--- config.mk ---
export PLATFORM = sky130hd
export DESIGN_NAME = adc_seq_ctrl
export DESIGN_NICKNAME = d
export VERILOG_FILES = /design/src/rtl/adc_seq_pkg.sv /design/src/rtl/adc_ser_rx.sv /design/src/rtl/adc_rate_div.sv /design/src/rtl/adc_seq_fsm.sv /design/src/rtl/adc_seq_ctrl.sv
export SDC_FILE = /design/constraint.sdc
export NUM_CORES = 1
export LEC_CHECK = 0
export ABC_CLOCK_PERIOD_IN_PS = 3730
export BUFFER_PORTS_ARGS = -buffer_cell sky130_fd_sc_hd__clkbuf_2
export CORE_ASPECT_RATIO = 1.2
export CORE_MARGIN = 1
export CORE_UTILIZATION = 56
export DETAILED_ROUTE_END_ITERATION = 12
export GPL_TIMING_DRIVEN = 0
export PLACE_DENSITY = 0.8
export SLEW_MARGIN = 20
export SYNTH_ARGS = -nofsm -noshare
export SYNTH_HDL_FRONTEND = slang
export SYNTH_SLANG_ARGS = --single-unit
--- constraint.sdc ---
create_clock -name clk -period 3.73 [get_ports clk]
set_input_delay 0.1865 -clock clk [delete_from_list [all_inputs] [get_ports clk]]
set_output_delay 0.1865 -clock clk [all_outputs]
set_load 0.005 [all_outputs]
--- src/rtl/adc_seq_pkg.sv ---
package adc_seq_pkg;

    typedef enum logic [1:0] {
        ST_IDLE   = 2'd0,
        ST_SETTLE = 2'd1,
        ST_RUN    = 2'd2
    } seq_state_t;

    typedef struct packed {
        logic       start;
        logic       cont;
        logic       pwr;
        logic [2:0] rate;
        logic [1:0] gain;
        logic       swap;
        logic       bip;
        logic       refsel;
    } ctl_word_t;

    function automatic ctl_word_t decode_word(input logic [15:0] w);
        ctl_word_t c;
        c.start  = w[15];
        c.cont   = w[14];
        c.pwr    = w[13];
        c.rate   = w[12:10];
        c.gain   = w[9:8];
        c.swap   = w[7];
        c.bip    = w[6];
        c.refsel = w[5];
        return c;
    endfunction

endpackage

--- src/rtl/adc_ser_rx.sv ---
module adc_ser_rx #(
    parameter int WORD_W = 16
) (
    input  logic              clk,
    input  logic              rst_n,
    input  logic              frame,
    input  logic              rise,
    input  logic              din,
    output logic [WORD_W-1:0] word_o,
    output logic              word_vld
);
    localparam int CNT_W = $clog2(WORD_W);

    logic [CNT_W-1:0]  bit_cnt;
    logic [WORD_W-1:0] shreg;

    always_ff @(posedge clk or negedge rst_n) begin
        if (!rst_n) begin
            bit_cnt  <= '0;
            shreg    <= '0;
            word_o   <= '0;
            word_vld <= 1'b0;
        end else begin
            word_vld <= 1'b0;
            if (!frame) begin
                bit_cnt <= '0;
            end else if (rise) begin
                shreg <= {shreg[WORD_W-2:0], din};
                if (bit_cnt == CNT_W'(WORD_W - 1)) begin
                    bit_cnt  <= '0;
                    word_o   <= {shreg[WORD_W-2:0], din};
                    word_vld <= 1'b1;
                end else begin
                    bit_cnt <= bit_cnt + 1'b1;
                end
            end
        end
    end
endmodule

--- src/rtl/adc_rate_div.sv ---
module adc_rate_div #(
    parameter int BASE_DIV = 4,
    parameter int RATE_W   = 3
) (
    input  logic              clk,
    input  logic              rst_n,
    input  logic              en,
    input  logic              clr,
    input  logic [RATE_W-1:0] rate,
    output logic              tick
);
    localparam int MAX_DIV = BASE_DIV << ((1 << RATE_W) - 1);
    localparam int DIV_W   = $clog2(MAX_DIV + 1);

    logic [DIV_W-1:0] cnt;
    logic [DIV_W-1:0] div_lim;

    assign div_lim = DIV_W'(BASE_DIV) << rate;
    assign tick    = en && (cnt == div_lim - 1'b1);

    always_ff @(posedge clk or negedge rst_n) begin
        if (!rst_n)          cnt <= '0;
        else if (clr || !en) cnt <= '0;
        else if (tick)       cnt <= '0;
        else                 cnt <= cnt + 1'b1;
    end
endmodule

--- src/rtl/adc_seq_fsm.sv ---
module adc_seq_fsm
    import adc_seq_pkg::*;
#(
    parameter int SETTLE_N = 4
) (
    input  logic clk,
    input  logic rst_n,
    input  logic word_vld,
    input  logic w_start,
    input  logic w_cont,
    input  logic w_pwr,
    input  logic tick,
    output logic busy,
    output logic conv_start,
    output logic conv_abort,
    output logic data_latch,
    output logic start_pend
);
    localparam int SC_W = $clog2(SETTLE_N + 1);

    seq_state_t state, state_nx;
    logic [SC_W-1:0] settle_cnt;
    logic run_cont;
    logic start_evt, stop_evt, settle_last;

    assign start_evt   = word_vld && w_start && w_pwr;
    assign stop_evt    = (state != ST_IDLE) && word_vld && !start_evt &&
                         (!w_pwr || (run_cont && !w_cont));
    assign settle_last = (state == ST_SETTLE) && tick &&
                         (settle_cnt == SC_W'(SETTLE_N - 1));

    // state register
    always_ff @(posedge clk or negedge rst_n) begin
        if (!rst_n) state <= ST_IDLE;
        else        state <= state_nx;
    end

    // transitions
    always_comb begin
        state_nx = state;
        unique case (state)
            ST_IDLE:   if (start_evt) state_nx = ST_SETTLE;
            ST_SETTLE: begin
                if (start_evt)        state_nx = ST_SETTLE;
                else if (stop_evt)    state_nx = ST_IDLE;
                else if (settle_last) state_nx = run_cont ? ST_RUN : ST_IDLE;
            end
            ST_RUN: begin
                if (start_evt)     state_nx = ST_SETTLE;
                else if (stop_evt) state_nx = ST_IDLE;
            end
            default: state_nx = ST_IDLE;
        endcase
    end

    // outputs
    always_comb begin
        busy       = (state != ST_IDLE);
        conv_start = start_evt;
        conv_abort = stop_evt;
        data_latch = !start_evt && !stop_evt && tick &&
                     (settle_last || state == ST_RUN);
    end

    always_ff @(posedge clk or negedge rst_n) begin
        if (!rst_n) begin
            settle_cnt <= '0;
            run_cont   <= 1'b0;
            start_pend <= 1'b0;
        end else begin
            if (start_evt) begin
                settle_cnt <= '0;
                run_cont   <= w_cont;
                start_pend <= 1'b1;
            end else begin
                if (state == ST_SETTLE && tick) settle_cnt <= settle_cnt + 1'b1;
                if (stop_evt || (settle_last && data_latch)) start_pend <= 1'b0;
            end
        end
    end
endmodule

--- src/rtl/adc_seq_ctrl.sv ---
module adc_seq_ctrl
    import adc_seq_pkg::*;
#(
    parameter int RES_W    = 16,
    parameter int BASE_DIV = 4,
    parameter int SETTLE_N = 4
) (
    input  logic             clk,
    input  logic             rst_n,
    input  logic             ser_frame,
    input  logic             ser_rise,
    input  logic             ser_din,
    input  logic             rd_strobe,
    input  logic [RES_W-1:0] conv_raw,
    output logic             conv_start,
    output logic             filt_rst,
    output logic             conv_abort,
    output logic             data_latch,
    output logic             cyc_tick,
    output logic             busy,
    output logic             start_pend,
    output logic             done,
    output logic [RES_W-1:0] result,
    output logic             pwr_on,
    output logic [2:0]       rate_sel,
    output logic [3:0]       gain_mult,
    output logic             in_swap,
    output logic             bipolar,
    output logic             ref_sel
);
    localparam int WORD_W = 16;

    logic [WORD_W-1:0] word;
    logic              word_vld;
    ctl_word_t         cw;
    logic [1:0]        gain_q;

    assign cw = decode_word(word);

    adc_ser_rx #(.WORD_W(WORD_W)) rx_i (
        .clk(clk), .rst_n(rst_n), .frame(ser_frame), .rise(ser_rise),
        .din(ser_din), .word_o(word), .word_vld(word_vld)
    );

    adc_rate_div #(.BASE_DIV(BASE_DIV), .RATE_W(3)) div_i (
        .clk(clk), .rst_n(rst_n), .en(pwr_on), .clr(conv_start),
        .rate(rate_sel), .tick(cyc_tick)
    );

    adc_seq_fsm #(.SETTLE_N(SETTLE_N)) fsm_i (
        .clk(clk), .rst_n(rst_n), .word_vld(word_vld), .w_start(cw.start),
        .w_cont(cw.cont), .w_pwr(cw.pwr), .tick(cyc_tick), .busy(busy),
        .conv_start(conv_start), .conv_abort(conv_abort),
        .data_latch(data_latch), .start_pend(start_pend)
    );

    assign filt_rst  = conv_start;
    assign gain_mult = 4'd1 << gain_q;

    always_ff @(posedge clk or negedge rst_n) begin
        if (!rst_n) begin
            pwr_on   <= 1'b0;
            rate_sel <= '0;
            gain_q   <= '0;
            in_swap  <= 1'b0;
            bipolar  <= 1'b0;
            ref_sel  <= 1'b0;
            result   <= '0;
            done     <= 1'b0;
        end else begin
            if (word_vld) begin
                pwr_on <= cw.pwr;
                if (cw.start) begin
                    rate_sel <= cw.rate;
                    gain_q   <= cw.gain;
                    in_swap  <= cw.swap;
                    bipolar  <= cw.bip;
                    ref_sel  <= cw.refsel;
                end
            end
            if (data_latch) begin
                result <= conv_raw;
                done   <= 1'b1;
            end else if (conv_start || rd_strobe) begin
                done <= 1'b0;
            end
        end
    end
endmodule

# Yosys cells after proc, flatten, opt, wreduce, memory -nomap -nowiden
# Cells that the tools add are included.
[word_totals] out_inout_bits=35 regBits=79 input_bits=22 word_cells=86
[classes] eq_ne=9 addsub=4 shift=2 muxes=22 n_reduce_logical=32
[ops] op="$mux 10" count=2
[ops] op="$mux 2" count=7
[ops] op="$logic_and 1x1->1" count=13
[ops] op="$mux 4" count=3
[ops] op="$add 10x1->10 const B" count=1
[ops] op="$eq 10x10->1" count=1
[ops] op="$shl 3x3->10 const A" count=1
[ops] op="$sub 10x1->10 const B" count=1
[ops] op="$reduce_bool 2->1" count=4
[ops] op="$mux 1" count=7
[ops] op="$mux 3" count=2
[ops] op="$pmux 2 s3" count=1
[ops] op="$reduce_and 3->1" count=2
[ops] op="$logic_not 1->1" count=5
[ops] op="$logic_or 1x1->1" count=5
[ops] op="$add 4x1->4 const B" count=1
[ops] op="$eq 4x4->1 const B" count=1
[ops] op="$ne 4x2->1 const B" count=1
[ops] op="$reduce_and 2->1" count=2
[ops] op="$shl 1x2->4 const A" count=1
[ops] op="$add 3x1->3 const B" count=1
[ops] op="$eq 3x2->1 const B" count=1
[ops] op="$ne 3x2->1 const B" count=1
[ops] op="$eq 2x1->1 const B" count=1
[ops] op="4 further kinds" count=4

# Logic depth before layout (Yosys ltp)
[depth] word_depth=13 depth_mapped=13 ltp_nobuf=10

# Hierarchy
# A second synthesis with hierarchy kept.
[unflattened] cells_unflattened=267 area_unflattened_um2=3532.1
[modules_own_cells] mod="adc_ser_rx" area_per_inst_um2=1461.4 seq_area_each_um2=900.9 cells_each=88 instances=1
[modules_own_cells] mod="adc_seq_ctrl" area_per_inst_um2=1046.0 seq_area_each_um2=650.6 cells_each=61 instances=1
[modules_own_cells] mod="adc_rate_div" area_per_inst_um2=631.9 seq_area_each_um2=250.2 cells_each=76 instances=1
[modules_own_cells] mod="adc_seq_fsm" area_per_inst_um2=392.9 seq_area_each_um2=175.2 cells_each=42 instances=1

# Least setup slack after synthesis
# OpenSTA, ideal clock, no wires.
[synth_path] path_type="reg-to-reg" startpoint="register rate_sel[2]" endpoint="register result[10]" setup_slack_ns=0.506 period_less_slack_ns=3.224 path_stages_with_launch=13 setup_time_ns=0.125 n_path_buf=3 arrival_time_ns=3.098 t_required_ns=3.605 cell_sequence="dfrtp_1 > buf_2 > or3_1 > ha_1 > nor4b_1 > a211oi_2 > xnor2_1 > or4_1 > buf_2 > clkinv_4 > nand3_4 > buf_6 > mux2_4"
[synth_between] elab_chain_len=8 word_cells_on_any_way=9 cone_classes="add/sub: 1; eq/ne: 1; shift: 1; reduce/logical: 6"
[synth_rtl] item="from (decl)" line="adc_seq_ctrl.sv:25" source="output logic [2:0] rate_sel,"
[synth_rtl] item="from (signal assigned)" line="adc_seq_ctrl.sv:74" source="rate_sel <= cw.rate;"
[synth_rtl] item="$shl 3x3->10 *" line="adc_rate_div.sv:18" source="assign div_lim = DIV_W'(BASE_DIV) << rate;"
[synth_rtl] item="$sub 10x1->10 *" line="adc_rate_div.sv:19" source="assign tick = en && (cnt == div_lim - 1'b1);"
[synth_rtl] item="$eq 10x10->1 *" line="adc_rate_div.sv:19"
[synth_rtl] item="$logic_and 1x1->1 *" line="adc_rate_div.sv:19"
[synth_rtl] item="net cyc_tick" line="adc_seq_ctrl.sv:19" source="output logic cyc_tick,"
[synth_rtl] item="$logic_and 1x1->1 (2 in a row)" line="adc_seq_fsm.sv:29" source="assign settle_last = (state == ST_SETTLE) && tick &&"
[synth_rtl] item="$logic_or 1x1->1" line="adc_seq_fsm.sv:62" source="(settle_last || state == ST_RUN);"
[synth_rtl] item="$logic_and 1x1->1 *" line="adc_seq_fsm.sv:61" source="data_latch = !start_evt && !stop_evt && tick &&"
[synth_rtl] item="to (signal assigned)" line="adc_seq_ctrl.sv:82" source="result <= conv_raw;"
[synth_rtl] item="to (decl)" line="adc_seq_ctrl.sv:23" source="output logic [RES_W-1:0] result,"
# Mark *: on every way through the listed nets, which the timed path passes. The rest lies on a longest branch.
# A chain may end at the register's enable or synchronous reset.

# Worst setup path in the final report
[layout_path] startpoint="register rate_sel[2]" endpoint="output port data_latch"
[layout_between] elab_chain_len=8 word_cells_on_any_way=9 cone_classes="add/sub: 1; eq/ne: 1; shift: 1; reduce/logical: 6"
[layout_rtl] item="$shl 3x3->10 *" line="adc_rate_div.sv:18"
[layout_rtl] item="$sub 10x1->10 *" line="adc_rate_div.sv:19"
[layout_rtl] item="$eq 10x10->1 *" line="adc_rate_div.sv:19"
[layout_rtl] item="$logic_and 1x1->1 *" line="adc_rate_div.sv:19"
[layout_rtl] item="$logic_and 1x1->1 (2 in a row)" line="adc_seq_fsm.sv:29"
[layout_rtl] item="$logic_or 1x1->1" line="adc_seq_fsm.sv:62"
[layout_rtl] item="$logic_and 1x1->1 *" line="adc_seq_fsm.sv:61"
[layout_rtl] item="to (decl)" line="adc_seq_ctrl.sv:18" source="output logic data_latch,"
# Mark *: on every way between the ends. The rest lies on a longest branch, timed or not.

==> flow_summary_export.csv <==
group,metric,value,unit
worst_setup_path,worstPathMaxFanout,10,
finish,fin_nets,365,
worst_setup_path,endpoint_kind,"output pin",
floorplanning,die-area,6320,um2
route,avgViaCountPerCell,5.33,
worst_setup_path,start_kind,"flip-flop",
worst_setup_path,arrival,3.49,ns
finish,multi_input_area,1470,um2
power,vdd_drop_max,421,uV
place,dp_hpwl,4.29,mm
route,postRouteAntennaNets,0,
finish,area_growth_syn_to_layout,20.2,%
clock_network,htree_levels,3,
sta,worst_pin_slew,0.560,ns
hold_path,worstHoldStart,"conv_raw[0]",
place,io_buffers,55,
yosys,ys_types,43,
global_routing,grt_pass1_wl,9.77,mm
floorplanning,dieWidth,72.7,um
route,drt_iter0_drc,133,
clock_network,path_clk_slew,0.08,ns
power,p_seq_share,53.9,%
power,internal_power,1.34,mW
finish,final_common_cell,"dfrtp_1",
global_routing,grt_overflow,0,
yosys,synthXorXnorAreaFrac,3.39,%
sta,max_clock_freq,272,MHz
yosys,netlist_area,3360,um2
worst_setup_path,crit-reg2reg-capture,"result[14]",
place,pre_cts_ws,0.248,ns
yosys,yosys_register_bits,74,
finish,mostFrequentLayoutCells,"72 x dfrtp_1, 54 x clkbuf_2, 44 x mux2_2",
yosys,synthesis.nets,297,
global_routing,antenna_found_initial,0,
route,vias,2254,
hold_path,holdPathStages,2,
flow_run,drv_cap,0,
worst_setup_path,path_class,"flip-flop to output pin",
yosys,ys_warn_count,0,
clock_network,worstSkewPairLatency,0.35,ns
sta,setup_violations,0,
worst_setup_path,rrSetupSlack,0.33,ns
hold_path,min_to,"result[0]",
yosys,synthAdderAreaFrac,1.86,%
clock_network,cts.sink_count,74,
hold_path,hold_path_class,"input pin to flip-flop",
sta,post-route-period-util,98.6,%
sta,skew,0.0120,ns
sta,slew_viol_final,0,
place,gp_congestion,0.796,
sta,fin_crit,3.68,ns
finish,design_area,4040,um2
global_routing,grt_max_degree,41,
finish,final_util,70.8,%
power,share_comb_of_total_power,7.5,%
yosys,yosysSeqAreaShare,55.1,%
floorplanning,core,5710,um2
worst_setup_path,reg2reg_depth,12,
floorplanning,start_util,58.9,%
finish,drive_gt1_share,42.0,%
yosys,synth-simple-area-share,13.3,%
power,power_frac_clock,38.6,%
worst_setup_path,required,3.54,ns
finish,instances_no_fill,423,
clock_network,root_buffer,"clkbuf_8",
worst_setup_path,timing.rr.start,"rate_sel[2]",
clock_network,post_cts_buffers,0,
clock_network,cts_buffer_depth,2,
place,dp_cells,406,
yosys,muxShareOfSynthArea,18.6,%
yosys,synth-compound-area-share,5.10,%
power,finalPower,1.73,mW
floorplanning,die_h,86.9,um
finish,regArea,1850,um2
clock_network,numCtsBuffers,9,
floorplanning,ios,57,
finish,diodes,0,
global_routing,grt_usage,20.9,%
global_routing,grt_pass1_vias,2156,
floorplanning,fp-row-count,30,
yosys,syn_inst,270,
yosys,synth_top_family_by_area,"multiplexers",
clock_network,cts_tree,"built",
power,power_leakage,2.02,nW
yosys,syn_avg_cell_area,12.4,um2
sta,hold_viol,0,
finish,fillers,411,
power,powerDensity,428,nW/um2
power,p_sw,0.388,mW
sta,worst_slack,0.0512,ns
route,drc,0,
power,p_sw_share,22.5,%
status,status,"finished clean",
sta,whs,0.0646,ns
route,routed_wl,6.20,mm
sta,max_slew_margin,62.7,%
sta,fin_tns_setup,0,ns
route,wire_per_inst,14.7,um
route,first_pass_iters,4,
place,placed_area,3760,um2
==> Yosys cell counts, drive strengths merged <==
cell	number	area share (%)
nand2b	5	0.93
ha	5	1.9
xor2	8	2.1
clkbuf	4	0.45
dfrtp	74	55
nand3	13	2.3
nand3b	3	0.67
o2111ai	1	0.26
o21ai	7	1.0
nor3	3	0.45
inv	6	0.67
nor4	1	0.19
or4	1	0.22
o31ai	1	0.22
nand4	3	0.56
o211a	2	0.60
a311oi	1	0.26
mux2i	1	0.30
or2	3	0.56
nor4b	2	0.52
a21boi	3	0.67
a32o	1	0.30
or3	2	0.37
and2	3	0.56
and4	1	0.26
clkinv	1	0.26
nor3b	1	0.22
and3	5	0.93
o22ai	1	0.19
a21oi	5	0.74
nor2b	5	0.93
mux2	52	18
buf	6	1.2
nand2	16	1.8
nor2	16	1.9
a211oi	3	0.82
xnor2	5	1.3
==> state kept, by name, indices dropped and copies added, names as in the netlist, 2 cells and up <==
name              flops
rx_i.word_o          11
result               16
rate_sel              3
rx_i.shreg           15
fsm_i.state           2
div_i.cnt            10
gain_q                2
fsm_i.settle_cnt      3
rx_i.bit_cnt          4
==> cell type report <==
class	count	area share, %
plain buffers	10	1.49
clock buffers	9	3.07
clock inverters	7	2.32
inverters	7	0.774
multi-input cells	179	36.3
flip-flops and latches	74	45.9
well taps	80	2.48
repair buffers	57	7.62
==> how the worst max path moves through the flow <==
stage	from	to	slack, ns	cells after the start
5_1_grt	rate_sel[2]	data_latch	-0.11	13
4_1_cts	rate_sel[2]	data_latch	0.02	13
6_report	rate_sel[2]	data_latch	0.05	13
3_3_place_gp	rate_sel[2]	result[14]	0.27	12
2_1_floorplan	rate_sel[2]	result[10]	0.51	12
3_5_place_dp	rate_sel[2]	result[14]	0.25	12
==> per-layer routing <==
metal,up-vias,GRT usage [%],share of wire [%]
li1,1092,-,-
met1,1116,25.5,42
met2,40,34.4,54
met3,6,6.02,3.1
met4,0,9.09,0.89
met5,-,0,0
==> cell families after synthesis <==
logic type,after synthesis
AO/OA/AOI/OAI,25
multiplexers,53
flip-flops,74
adder cells (fa/ha/maj),5
AND/OR/NAND/NOR,83
buffers and inverters,17
XOR/XNOR,13
==> power groups by stage <==
stage | Combinational, mW | Clock, mW | Sequential [mW]
final | 0.129 | 0.667 | 0.931
after CTS | 0.133 | 0.686 | 0.932
after global routing | 0.144 | 0.725 | 0.942
after detailed placement | 0.131 | 0 | 0.948
after global placement | 0.122 | 0 | 0.943
after floorplan | 0.0826 | 0 | 0.931
==> critical path, stage by stage, from the launching register on <==
cell and delay [ns]:
dfrtp_2 0.45, buf_2 0.20, or3_4 0.42, ha_4 0.21, or2_2 0.31, o22ai_1 0.20, nor4_1 0.11, or4_1 0.50
buf_2 0.18, clkinv_4 0.08, nand3_4 0.13, buf_8 0.20, inv_1 0.05, clkbuf_2 0.10
==> timing repair <==
| item | CTS | global route |
|---|---|---|
| hold buffers | 1 | 0 |
| resized for setup | 1 | 9 |
| endpoints found under the hold margin | 39 | 0 |
| endpoints found under the setup margin | 1 | 1 |
(Power assumes the default switching activity.)
